File: config.mk
export PLATFORM = sky130hd
export DESIGN_NAME = sadc_ctrl
export DESIGN_NICKNAME = d
export VERILOG_FILES = /design/src/rtl/sadc_pkg.sv /design/src/rtl/sadc_sync.sv /design/src/rtl/sadc_seq.sv /design/src/rtl/sadc_outmux.sv /design/src/rtl/sadc_ctrl.sv
export SDC_FILE = /design/constraint.sdc
export NUM_CORES = 1
export LEC_CHECK = 0
export BUFFER_PORTS_ARGS = -buffer_cell sky130_fd_sc_hd__buf_2
export CORE_MARGIN = 2
export CORE_UTILIZATION = 45
export CTS_CLUSTER_DIAMETER = 100
export DETAILED_ROUTE_END_ITERATION = 10
export HOLD_SLACK_MARGIN = 0.03
export PLACE_DENSITY = 0.8
export SETUP_SLACK_MARGIN = 0.1
export SYNTH_ARGS = -nofsm -noshare
export SYNTH_HDL_FRONTEND = slang
export SYNTH_HIERARCHICAL = 1
export SYNTH_SLANG_ARGS = --single-unit
File: constraint.sdc
create_clock -name clk_i -period 1.8 [get_ports clk_i]
set_clock_uncertainty 0.15 [all_clocks]
set_input_delay 0.09 -clock clk_i [delete_from_list [all_inputs] [get_ports clk_i]]
set_output_delay 0.09 -clock clk_i [all_outputs]
set_load 0.02 [all_outputs]
File: src/rtl/sadc_pkg.sv
package sadc_pkg;

  localparam int RES_W  = 12;
  localparam int BYTE_W = 8;

  // Synchronised control lines; sel_n is active low.
  typedef struct packed {
    logic sel_n;
    logic rd;
    logic hi;
  } ctl_t;

  localparam int CTL_W = $bits(ctl_t);

  // Reset value of the synchronised lines: deselected, read/convert low,
  // high-byte select low, so no edge is seen on reset release.
  localparam ctl_t CTL_RST = '{sel_n: 1'b1, rd: 1'b0, hi: 1'b0};

  typedef enum logic {
    ST_IDLE = 1'b0,
    ST_CONV = 1'b1
  } seq_st_t;

endpackage

File: src/rtl/sadc_sync.sv
module sadc_sync #(
  parameter int STAGES = 2
) (
  input  logic           clk_i,
  input  logic           rst_n_i,
  input  sadc_pkg::ctl_t d_i,
  output sadc_pkg::ctl_t q_o
);
  import sadc_pkg::*;

  ctl_t stg_q [STAGES];
  ctl_t stg_d [STAGES];

  for (genvar g = 0; g < STAGES; g++) begin : g_stage
    if (g == 0) begin : g_first
      always_comb stg_d[g] = d_i;
    end else begin : g_next
      always_comb stg_d[g] = stg_q[g-1];
    end

    always_ff @(posedge clk_i or negedge rst_n_i) begin
      if (!rst_n_i) stg_q[g] <= CTL_RST;
      else          stg_q[g] <= stg_d[g];
    end
  end

  assign q_o = stg_q[STAGES-1];

endmodule

File: src/rtl/sadc_seq.sv
module sadc_seq #(
  parameter int CONV_CYCLES = 24
) (
  input  logic                       clk_i,
  input  logic                       rst_n_i,
  input  sadc_pkg::ctl_t             ctl_i,
  input  logic [sadc_pkg::RES_W-1:0] sample_i,
  output logic                       ready_o,
  output logic [sadc_pkg::RES_W-1:0] result_o
);
  import sadc_pkg::*;

  localparam int CW = (CONV_CYCLES > 2) ? $clog2(CONV_CYCLES) : 1;
  localparam logic [CW-1:0] CNT_LOAD = CW'(CONV_CYCLES - 1);

  seq_st_t          st_q, st_d;
  logic [CW-1:0]    cnt_q, cnt_d;
  logic [RES_W-1:0] res_q;
  logic             res_en;
  logic             rd_prev_q;
  logic             start;

  // Qualified falling edge of read/convert, accepted only when idle.
  assign start = rd_prev_q & ~ctl_i.rd & ~ctl_i.sel_n & ~ctl_i.hi
               & (st_q == ST_IDLE);

  always_comb begin
    st_d   = st_q;
    cnt_d  = cnt_q;
    res_en = 1'b0;
    unique case (st_q)
      ST_IDLE: begin
        if (start) begin
          st_d  = ST_CONV;
          cnt_d = CNT_LOAD;
        end
      end
      ST_CONV: begin
        if (cnt_q == '0) begin
          st_d   = ST_IDLE;
          res_en = 1'b1;
        end else begin
          cnt_d = cnt_q - 1'b1;
        end
      end
      default: st_d = ST_IDLE;
    endcase
  end

  always_ff @(posedge clk_i or negedge rst_n_i) begin
    if (!rst_n_i) begin
      st_q      <= ST_IDLE;
      cnt_q     <= '0;
      rd_prev_q <= 1'b0;
    end else begin
      st_q      <= st_d;
      cnt_q     <= cnt_d;
      rd_prev_q <= ctl_i.rd;
    end
  end

  always_ff @(posedge clk_i or negedge rst_n_i) begin
    if (!rst_n_i)    res_q <= '0;
    else if (res_en) res_q <= sample_i;
  end

  assign ready_o  = (st_q == ST_IDLE);
  assign result_o = res_q;

endmodule

File: src/rtl/sadc_outmux.sv
module sadc_outmux (
  input  sadc_pkg::ctl_t             ctl_i,
  input  logic                       ready_i,
  input  logic                       narrow_i,
  input  logic [sadc_pkg::RES_W-1:0] result_i,
  output logic [sadc_pkg::RES_W-1:0] dout_o,
  output logic                       oe_o
);
  import sadc_pkg::*;

  localparam int HI_W = RES_W - BYTE_W;

  logic [RES_W-1:0] sel_word;

  always_comb begin
    oe_o = ctl_i.rd & ~ctl_i.sel_n & ready_i;
    if (ctl_i.hi)
      sel_word = {{(RES_W-HI_W){1'b0}}, result_i[RES_W-1:BYTE_W]};
    else if (narrow_i)
      sel_word = {{HI_W{1'b0}}, result_i[BYTE_W-1:0]};
    else
      sel_word = result_i;
    dout_o = oe_o ? sel_word : '0;
  end

endmodule

File: src/rtl/sadc_ctrl.sv
module sadc_ctrl #(
  parameter int CONV_CYCLES = 24,
  parameter int SYNC_STAGES = 2
) (
  input  logic                       clk_i,
  input  logic                       rst_n_i,
  input  logic                       chip_sel_n_i,
  input  logic                       rd_conv_i,
  input  logic                       hi_byte_i,
  input  logic                       narrow_bus_i,
  input  logic [sadc_pkg::RES_W-1:0] sample_i,
  output logic                       ready_o,
  output logic [sadc_pkg::RES_W-1:0] dout_o,
  output logic                       dout_oe_o
);
  import sadc_pkg::*;

  ctl_t             ctl_raw;
  ctl_t             ctl_s;
  logic [RES_W-1:0] result_q;
  logic             ready;

  assign ctl_raw = '{sel_n: chip_sel_n_i, rd: rd_conv_i, hi: hi_byte_i};

  sadc_sync #(.STAGES(SYNC_STAGES)) u_sync (
    .clk_i   (clk_i),
    .rst_n_i (rst_n_i),
    .d_i     (ctl_raw),
    .q_o     (ctl_s)
  );

  sadc_seq #(.CONV_CYCLES(CONV_CYCLES)) u_seq (
    .clk_i    (clk_i),
    .rst_n_i  (rst_n_i),
    .ctl_i    (ctl_s),
    .sample_i (sample_i),
    .ready_o  (ready),
    .result_o (result_q)
  );

  sadc_outmux u_mux (
    .ctl_i    (ctl_s),
    .ready_i  (ready),
    .narrow_i (narrow_bus_i),
    .result_i (result_q),
    .dout_o   (dout_o),
    .oe_o     (dout_oe_o)
  );

  assign ready_o = ready;

endmodule

==> out/results.txt, run 1 <==
Status: finished, violations left
Failing checks: negative setup slack
CP max stage delay: 420 ps
Commonest cells after routing, fill and taps aside: 22 x dfrtp_1, 19 x buf_2, 16 x dlygate4sd3_1, 16 x buf_4, 14 x buf_6
CP required: 1880 ps
Chip height: 54.4 um
Leakage: 0.883 nW
Met1 WL: 1.28 mm
CTS root buffer: clkbuf_4
Yosys cell types: 29
Drt first pass iters: 4
Synth Register Bits: 25
Slew Viols, Final: 0
Worst setup margin: -101 ps
Unrepaired setup endpoints after global routing: true
Cell Pwr Density: 1260 nW/um^2
Skew-Pair Late Insertion Delay: 320 ps
Peak supply drop: 1040 uV
DRC viols: 0
Metal3 WL: 116 um
Peak fanout along the critical path: 6
Final net count: 172
Cell Area, Synth: 1140 sq um
Remaining Overflow, GRT: 0
Layout cells sized above 1: 63.2%
Mapped Nets: 103
Vias in the first global route: 930
First-pass GRT wire length: 4.29 mm
Peak Freq: 0.526 GHz
Initial antenna violation count: 0
Yosys warnings: 6
Final non-filler cell total: 182
Slowest stage cell, crit path: dfrtp_1
Overall routing resource usage: 20.8%
Critical path class: reg -> reg
# clock sinks: 25
Full die area: 2960 sq um
Reg2Reg Depth: 5
Arrival time at the worst endpoint: 1980 ps
Syn avg cell area: 13.6 sq um
Input/output buffers: 31
CTS buffer count: 3
Startpoint Class: flip-flop
Tmin final: 1900 ps
Period utilization: 106%
Vias after detailed routing: 958
Row Count: 18
Max-cap violations: 0
Initial Utilization: 47.0%
Pre-CTS setup slack: -118 ps
Io pins: 32
GP Congestion: 0.875
Hold Path Class: in -> async
Max layer used: met4
Fill cells: 139
Hpwl dp: 1.62 mm
Clk buf depth: 2
Core area: 2430 sq um
Syn Inst Count: 84
CTS tree: yes
Final ANT Viol Nets: 0
WL/cell: 18.1 um
H-tree level count: 1
Sequential share of the synthesized area: 55.0%
Largest net degree at the start of global routing: 26
Hold Violations, Final: 0
DR iter-0 viols: 14
Met2 wire length: 1.80 mm
Layout Area Growth over Synthesis: 62.4%
Most common cell after layout, fill and taps aside: dfrtp_1
Worst path cell trace: inv_2, ha_4, or3b_4, or2_4, mux2_4
Diodes inserted: 0
Vias/cell: 5.26
Slew at the pin closest to its max-slew limit: 559 ps
Setup violators final: 14
Clock-pin slew on the worst setup and hold paths: 140 ps
Slew HR: 62.7%
Final wirelength: 3.29 mm
Setup crit end kind: flip-flop
Worst hold slack: 116 ps
Die X-Extent: 54.4 um
Placed cell count: 149
cells in the mapped netlist (all sizes together):
cell / n / share of area [%]
ha: 1 / 1.1
mux2i: 5 / 4.4
dfrtp: 23 / 50
o31a: 1 / 0.77
nor4bb: 1 / 2.2
and3b: 1 / 0.77
o2111ai: 1 / 0.77
inv: 7 / 2.3
o22ai: 1 / 0.55
or3b: 1 / 0.99
mux2: 12 / 15
buf: 2 / 2.0
nand2b: 1 / 0.55
o31ai: 1 / 0.66
nor4b: 1 / 0.77
a22oi: 1 / 0.66
and3: 3 / 1.6
nor4: 1 / 0.55
or2: 1 / 0.77
o211ai: 1 / 0.66
o221ai: 1 / 0.77
nor2: 5 / 1.6
dfstp: 2 / 4.6
o21a: 1 / 0.66
nand3b: 1 / 0.66
nand2: 2 / 0.66
and2: 4 / 2.6
o21ai: 2 / 0.88
metal layers:
metal	vias to the layer above	GRT usage, %
li1	430	-
met1	482	24.0
met2	35	37.3
met3	11	4.37
met4	0	7.92
met5	-	0
kinds of logic after synthesis:
kind of cell	synth area share, %
flops	55.0
compound gates	6.35
fa+ha+maj	1.10
simple gates	13.8
buf+inv	4.27
mux	19.5
where the power goes:
group	total, mW	switching [mW]	internal (mW)
sequential	0.974	0.198	0.776
clock	0.256	0.171	0.0851
combinational	1.11	0.478	0.634
worst max-delay path: cells and delay by family (launching register included):
family                     cells  cell delay [ps]
buffers and inverters          1               80
muxes                          1              330
and+or+nand+nor                2              700
adders and majority gates      1              130
DFF                            1              420
metrics by stage:
stage          utilization (%)  total power, mW  instance area, sq um  setup TNS (ps)
6_report                  76.3             2.34                  1860           -1050
3_3_place_gp              55.8             1.60                  1360            -670
3_5_place_dp              55.8             1.66                  1360           -1350
4_1_cts                   70.3             2.11                  1710           -1000
2_1_floorplan                -             1.41                  1150           -1720
5_1_grt                   76.3             2.47                  1860           -2130
worst paths after layout:
check                                      from                end  slack [ps]
min in group clk_i              u_sync/stg_d[2]      u_sync/q_o[2]         220
worst min register to register  u_sync/stg_d[2]      u_sync/q_o[2]         220
max in group asynchronous               rst_n_i      u_sync/q_o[0]         990
worst max register to register   u_seq/cnt_q[1]  u_seq/result_o[1]        -100
worst max-delay path             u_seq/cnt_q[1]  u_seq/result_o[1]        -100
worst min-delay path                    rst_n_i     u_seq/cnt_q[2]         120
layout make-up:
| cell class | instances | area [sq um] | share of cell area (%) |
|---|---|---|---|
| tap | 30 | 37.5 | 2.02 |
| multi-input combinational | 51 | 599 | 32.3 |
| clock inverter | 1 | 7.51 | 0.405 |
| timing repair buffer | 65 | 533 | 28.7 |
| sequential | 25 | 629 | 33.9 |
| inverter | 7 | 26.3 | 1.42 |
| clock buffer | 3 | 22.5 | 1.21 |
sequential cells by signal, indices dropped and copies added, names as in the netlist:
register	flops
u_seq/result_o	12
u_seq/cnt_q	5
u_sync/q_o	3
u_sync/stg_d	3
u_seq/rd_prev_q	1
u_seq/st_q	1
repair_timing:
action                     4_1_cts  5_1_grt
setup endpoints to repair       28       28
buffers inserted                 5        7
pin swaps                        7        7
hold buffers                    16        0
hold endpoints to repair        40        0
gates resized for setup         36       24
cloned                           1        0
No activity file was read; power rests on OpenSTA's default activity.
==> run 2: changes to the inputs <==
--- a/config.mk
+++ b/config.mk
@@ -12,6 +12,7 @@
 export DETAILED_ROUTE_END_ITERATION = 10
 export HOLD_SLACK_MARGIN = 0.03
 export PLACE_DENSITY = 0.8
+export RECOVER_POWER = 100
 export SETUP_SLACK_MARGIN = 0.1
 export SYNTH_ARGS = -nofsm -noshare
 export SYNTH_HDL_FRONTEND = slang
==> out/results.txt, run 2 (same netlist as run 1, synthesis figures left out) <==
Status: finished, violations left
Failing checks: negative setup slack
GP Congestion: 0.875
Reg2Reg Depth: 5
DRC viols: 0
Drt first pass iters: 4
Initial antenna violation count: 0
DR iter-0 viols: 13
Tmin final: 1900 ps
CTS tree: yes
Footprint of the multi-input gates: 591 sq um
Initial Utilization: 47.0%
Hold Path Class: reg -> reg
Setup violators final: 14
# clock sinks: 25
Vias after detailed routing: 950
Vias in the first global route: 930
Die X-Extent: 54.4 um
Final ANT Viol Nets: 0
Peak supply drop: 1040 uV
Clk buf depth: 2
Clk network pwr share: 11.0%
Power Total: 2.34 mW
Layout Area Growth over Synthesis: 61.4%
Fill cells: 142
CP required: 1880 ps
Input/output buffers: 31
First-pass GRT wire length: 4.29 mm
Chip height: 54.4 um
Most common cell after layout, fill and taps aside: dfrtp_1
Startpoint Class: flip-flop
Slew HR: 10.7%
CTS root buffer: clkbuf_4
Clock-pin slew on the worst setup and hold paths: 140 ps
Max-cap violations: 0
Slew Viols, Final: 0
Layout cells sized above 1: 61.8%
Overall routing resource usage: 20.8%
Core area: 2430 sq um
Peak fanout along the critical path: 6
Comb pwr share: 47.3%
Arrival time at the worst endpoint: 1980 ps
Full die area: 2960 sq um
Diodes inserted: 0
Leakage: 0.871 nW
CTS buffer count: 3
Max FFs per register: 12
Commonest cells after routing, fill and taps aside: 22 x dfrtp_1, 17 x buf_2, 16 x dlygate4sd3_1, 16 x buf_4, 14 x buf_6
Final net count: 172
Cell Pwr Density: 1270 nW/um^2
Sw Pwr: 844 uW
R2r setup slk: -100 ps
Peak Freq: 0.526 GHz
Worst hold slack: 216 ps
Row Count: 18
Skew-Pair Late Insertion Delay: 320 ps
Setup crit end kind: flip-flop
H-tree level count: 1
Part of the power in registers: 41.7%
Slew at the pin closest to its max-slew limit: 1340 ps
Hpwl dp: 1.62 mm
Sequential Area: 629 sq um
Worst setup margin: -99.8 ps
Final setup TNS: -1020 ps
Critical path class: reg -> reg
Hold Violations, Final: 0
Min-Delay Path Depth: 0
Vias/cell: 5.22
WL/cell: 17.9 um
Period utilization: 106%
Sw frac: 36.2%
Largest net degree at the start of global routing: 26
Remaining Overflow, GRT: 0
Io pins: 32
Unrepaired setup endpoints after global routing: true
Internal: 1.49 mW
Final wirelength: 3.27 mm
run 2: power by group through the flow:
stage / registers, mW / logic, mW / clock network, mW
floorplan: 0.904 / 0.507 / 0
global placement: 0.928 / 0.667 / 0
detailed placement: 0.943 / 0.719 / 0
CTS: 0.937 / 0.903 / 0.268
global route: 0.997 / 1.18 / 0.293
finish: 0.973 / 1.10 / 0.257
run 2: critical path, cell delays in order, from the launching register on:
cell and delay (ps):
dfrtp_1 420, inv_2 80, ha_4 130, or3b_4 390, or2_4 310, mux2_4 330
run 2: layout make-up:
type / count / share of cell area, %
flip-flops and latches: 25 / 34.1
multi-input cells: 51 / 32.0
repair buffers: 65 / 28.8
well taps: 30 / 2.04
inverters: 7 / 1.42
clock buffers: 3 / 1.22
clock inverters: 1 / 0.407
run 2: metrics by stage:
step           cells  worst slack, ps  utilization, %  instance area (sq um)
2_1_floorplan     84             -172               -                   1150
3_3_place_gp     149            -63.8            55.8                   1360
3_5_place_dp     149             -118            55.8                   1360
4_1_cts          175             -106            70.3                   1710
5_1_grt          182             -148            75.8                   1840
6_report         182            -99.8            75.8                   1840
run 2: timing repair:
action	4_1_cts	5_1_grt
setup buffers	5	7
setup endpoints to repair	28	28
resized for setup	36	24
pin swaps	7	7
hold endpoints to repair	40	0
gates cloned	1	0
hold buffers	16	0
run 2: routing by layer:
metal | track usage (%) | share of wire [%] | vias up | wire, um
met5 | 0 | 0 | - | 0
met4 | 7.92 | 2.5 | 0 | 82
met3 | 4.37 | 3.7 | 11 | 120
met2 | 37.3 | 55 | 37 | 1800
met1 | 24.0 | 39 | 473 | 1260
li1 | - | - | 429 | -
run 2: final timing paths:
check | end | start
max | u_seq/result_o[1] | u_seq/cnt_q[1]
min | u_sync/q_o[2] | u_sync/stg_d[2]
max reg2reg | u_seq/result_o[1] | u_seq/cnt_q[1]
min reg2reg | u_sync/q_o[2] | u_sync/stg_d[2]
max in group asynchronous | u_sync/q_o[0] | rst_n_i
min in group asynchronous | u_seq/cnt_q[2] | rst_n_i
==> run 3: changes to the inputs <==
--- a/config.mk
+++ b/config.mk
@@ -11,7 +11,7 @@
 export CTS_CLUSTER_DIAMETER = 100
 export DETAILED_ROUTE_END_ITERATION = 10
 export HOLD_SLACK_MARGIN = 0.03
-export PLACE_DENSITY = 0.8
+export PLACE_DENSITY = 0.82
 export RECOVER_POWER = 100
 export SETUP_SLACK_MARGIN = 0.1
 export SYNTH_ARGS = -nofsm -noshare
==> out/results.txt, run 3 (same netlist as run 1, synthesis figures left out) <==
Layout cells sized above 1: 57.3%
Skew-Pair Late Insertion Delay: 310 ps
Row Count: 18
CTS root buffer: clkbuf_4
Clock-pin slew on the worst setup and hold paths: 130 ps
Layout Area Growth over Synthesis: 55.5%
Startpoint Class: flip-flop
Core area: 2430 sq um
H-tree level count: 1
Leakage: 0.860 nW
CTS tree: yes
Full die area: 2960 sq um
Peak fanout along the critical path: 6
Slew at the pin closest to its max-slew limit: 1280 ps
# clock sinks: 25
Final ANT Viol Nets: 0
Slew Viols, Final: 0
Placed cell count: 150
R2r setup slk: -110 ps
Fill cells: 162
Hpwl dp: 1.69 mm
Initial antenna violation count: 0
Hold Violations, Final: 0
Setup violators final: 13
Max-cap violations: 0
Arrival time at the worst endpoint: 1960 ps
Hold Path Class: reg -> reg
DRC viols: 0
Vias/cell: 5.13
Io pins: 32
Failing checks: negative setup slack
Max FFs per register: 12
Remaining Overflow, GRT: 0
Die X-Extent: 54.4 um
Final non-filler cell total: 181
Power Total: 2.18 mW
GP Congestion: 0.893
CTS buffer count: 3
Unrepaired setup endpoints after global routing: true
Worst setup margin: -109 ps
First-pass GRT wire length: 3.92 mm
Tmin final: 1910 ps
Worst hold slack: 216 ps
Period utilization: 106%
Vias after detailed routing: 929
Drt first pass iters: 2
Slew HR: 14.7%
Setup crit end kind: flip-flop
Peak Freq: 0.524 GHz
Cell Pwr Density: 1230 nW/um^2
Vias in the first global route: 887
Critical path class: reg -> reg
Overall routing resource usage: 19.1%
Final setup TNS: -982 ps
Final non-filler cell area: 1780 sq um
Final wirelength: 3.08 mm
Commonest cells after routing, fill and taps aside: 22 x dfrtp_1, 17 x buf_2, 16 x dlygate4sd3_1
Initial Utilization: 47.0%
Final net count: 170
Most common cell after layout, fill and taps aside: dfrtp_1
Chip height: 54.4 um
WL/cell: 17.0 um
DR iter-0 viols: 14
Peak supply drop: 778 uV
Largest net degree at the start of global routing: 26
CP required: 1850 ps
Input/output buffers: 31
Placed Instance Area: 1370 sq um
Status: finished, violations left
Clk buf depth: 2
==> run 3: per-stage QoR <==
| stage | utilization (%) | worst slack [ps] |
|---|---|---|
| final | 73.0 | -109 |
| after global routing | 72.9 | -152 |
| after CTS | 65.6 | -101 |
| after detailed placement | 56.1 | -119 |
| after global placement | 56.1 | -61.3 |
| after floorplan | - | -172 |
==> run 3: path summary, 6_finish.rpt <==
path | cells past startpoint | startpoint | end
worst min register to register | 0 | u_sync/stg_d[2] | u_sync/q_o[2]
worst max-delay path | 5 | u_seq/cnt_q[1] | u_seq/result_o[11]
max in group asynchronous | 2 | rst_n_i | u_sync/q_o[0]
min in group asynchronous | 2 | rst_n_i | u_seq/cnt_q[4]
worst min-delay path | 0 | u_sync/stg_d[2] | u_sync/q_o[2]
worst max register to register | 5 | u_seq/cnt_q[1] | u_seq/result_o[11]
==> run 3: what timing repair did <==
item                                    CTS  global route
hold endpoints to repair                 40             0
pin swaps                                 3             8
resized for setup                         5            43
hold buffers                             16             0
buffers inserted                          3             6
gates cloned                              1             0
endpoints found under the setup margin   24            26
==> run 3: report_power, final <==
| group | switching (mW) | internal [mW] | total, mW |
|---|---|---|---|
| logic | 0.420 | 0.570 | 0.990 |
| clock network | 0.158 | 0.0864 | 0.245 |
| registers | 0.168 | 0.776 | 0.944 |
| total | 0.746 | 1.43 | 2.18 |
==> run 3: critical path, cell delays in order (launching register included) <==
cell and delay (ps):
dfrtp_1 410, inv_2 80, ha_4 130, or3b_4 390, or2_4 310, mux2_4 330
==> run 3: layout make-up <==
| cell class | count | area, sq um | area share [%] |
|---|---|---|---|
| Timing Repair Buffer | 63 | 512 | 28.8 |
| Inverter | 7 | 26.3 | 1.48 |
| Tap cell | 30 | 37.5 | 2.11 |
| Sequential cell | 25 | 629 | 35.4 |
| Antenna cell | 1 | 2.50 | 0.141 |
| Multi-Input combinational cell | 51 | 543 | 30.6 |
| Clock buffer | 4 | 26.3 | 1.48 |
==> run 3: layer usage <==
metal / global-route usage [%] / vias up / part of all wire, %
met5: 0 / - / 0
met4: 11.7 / 0 / 2.7
met3: 3.01 / 8 / 2.8
met2: 31.7 / 30 / 54
met1: 23.2 / 462 / 41
li1: - / 429 / -
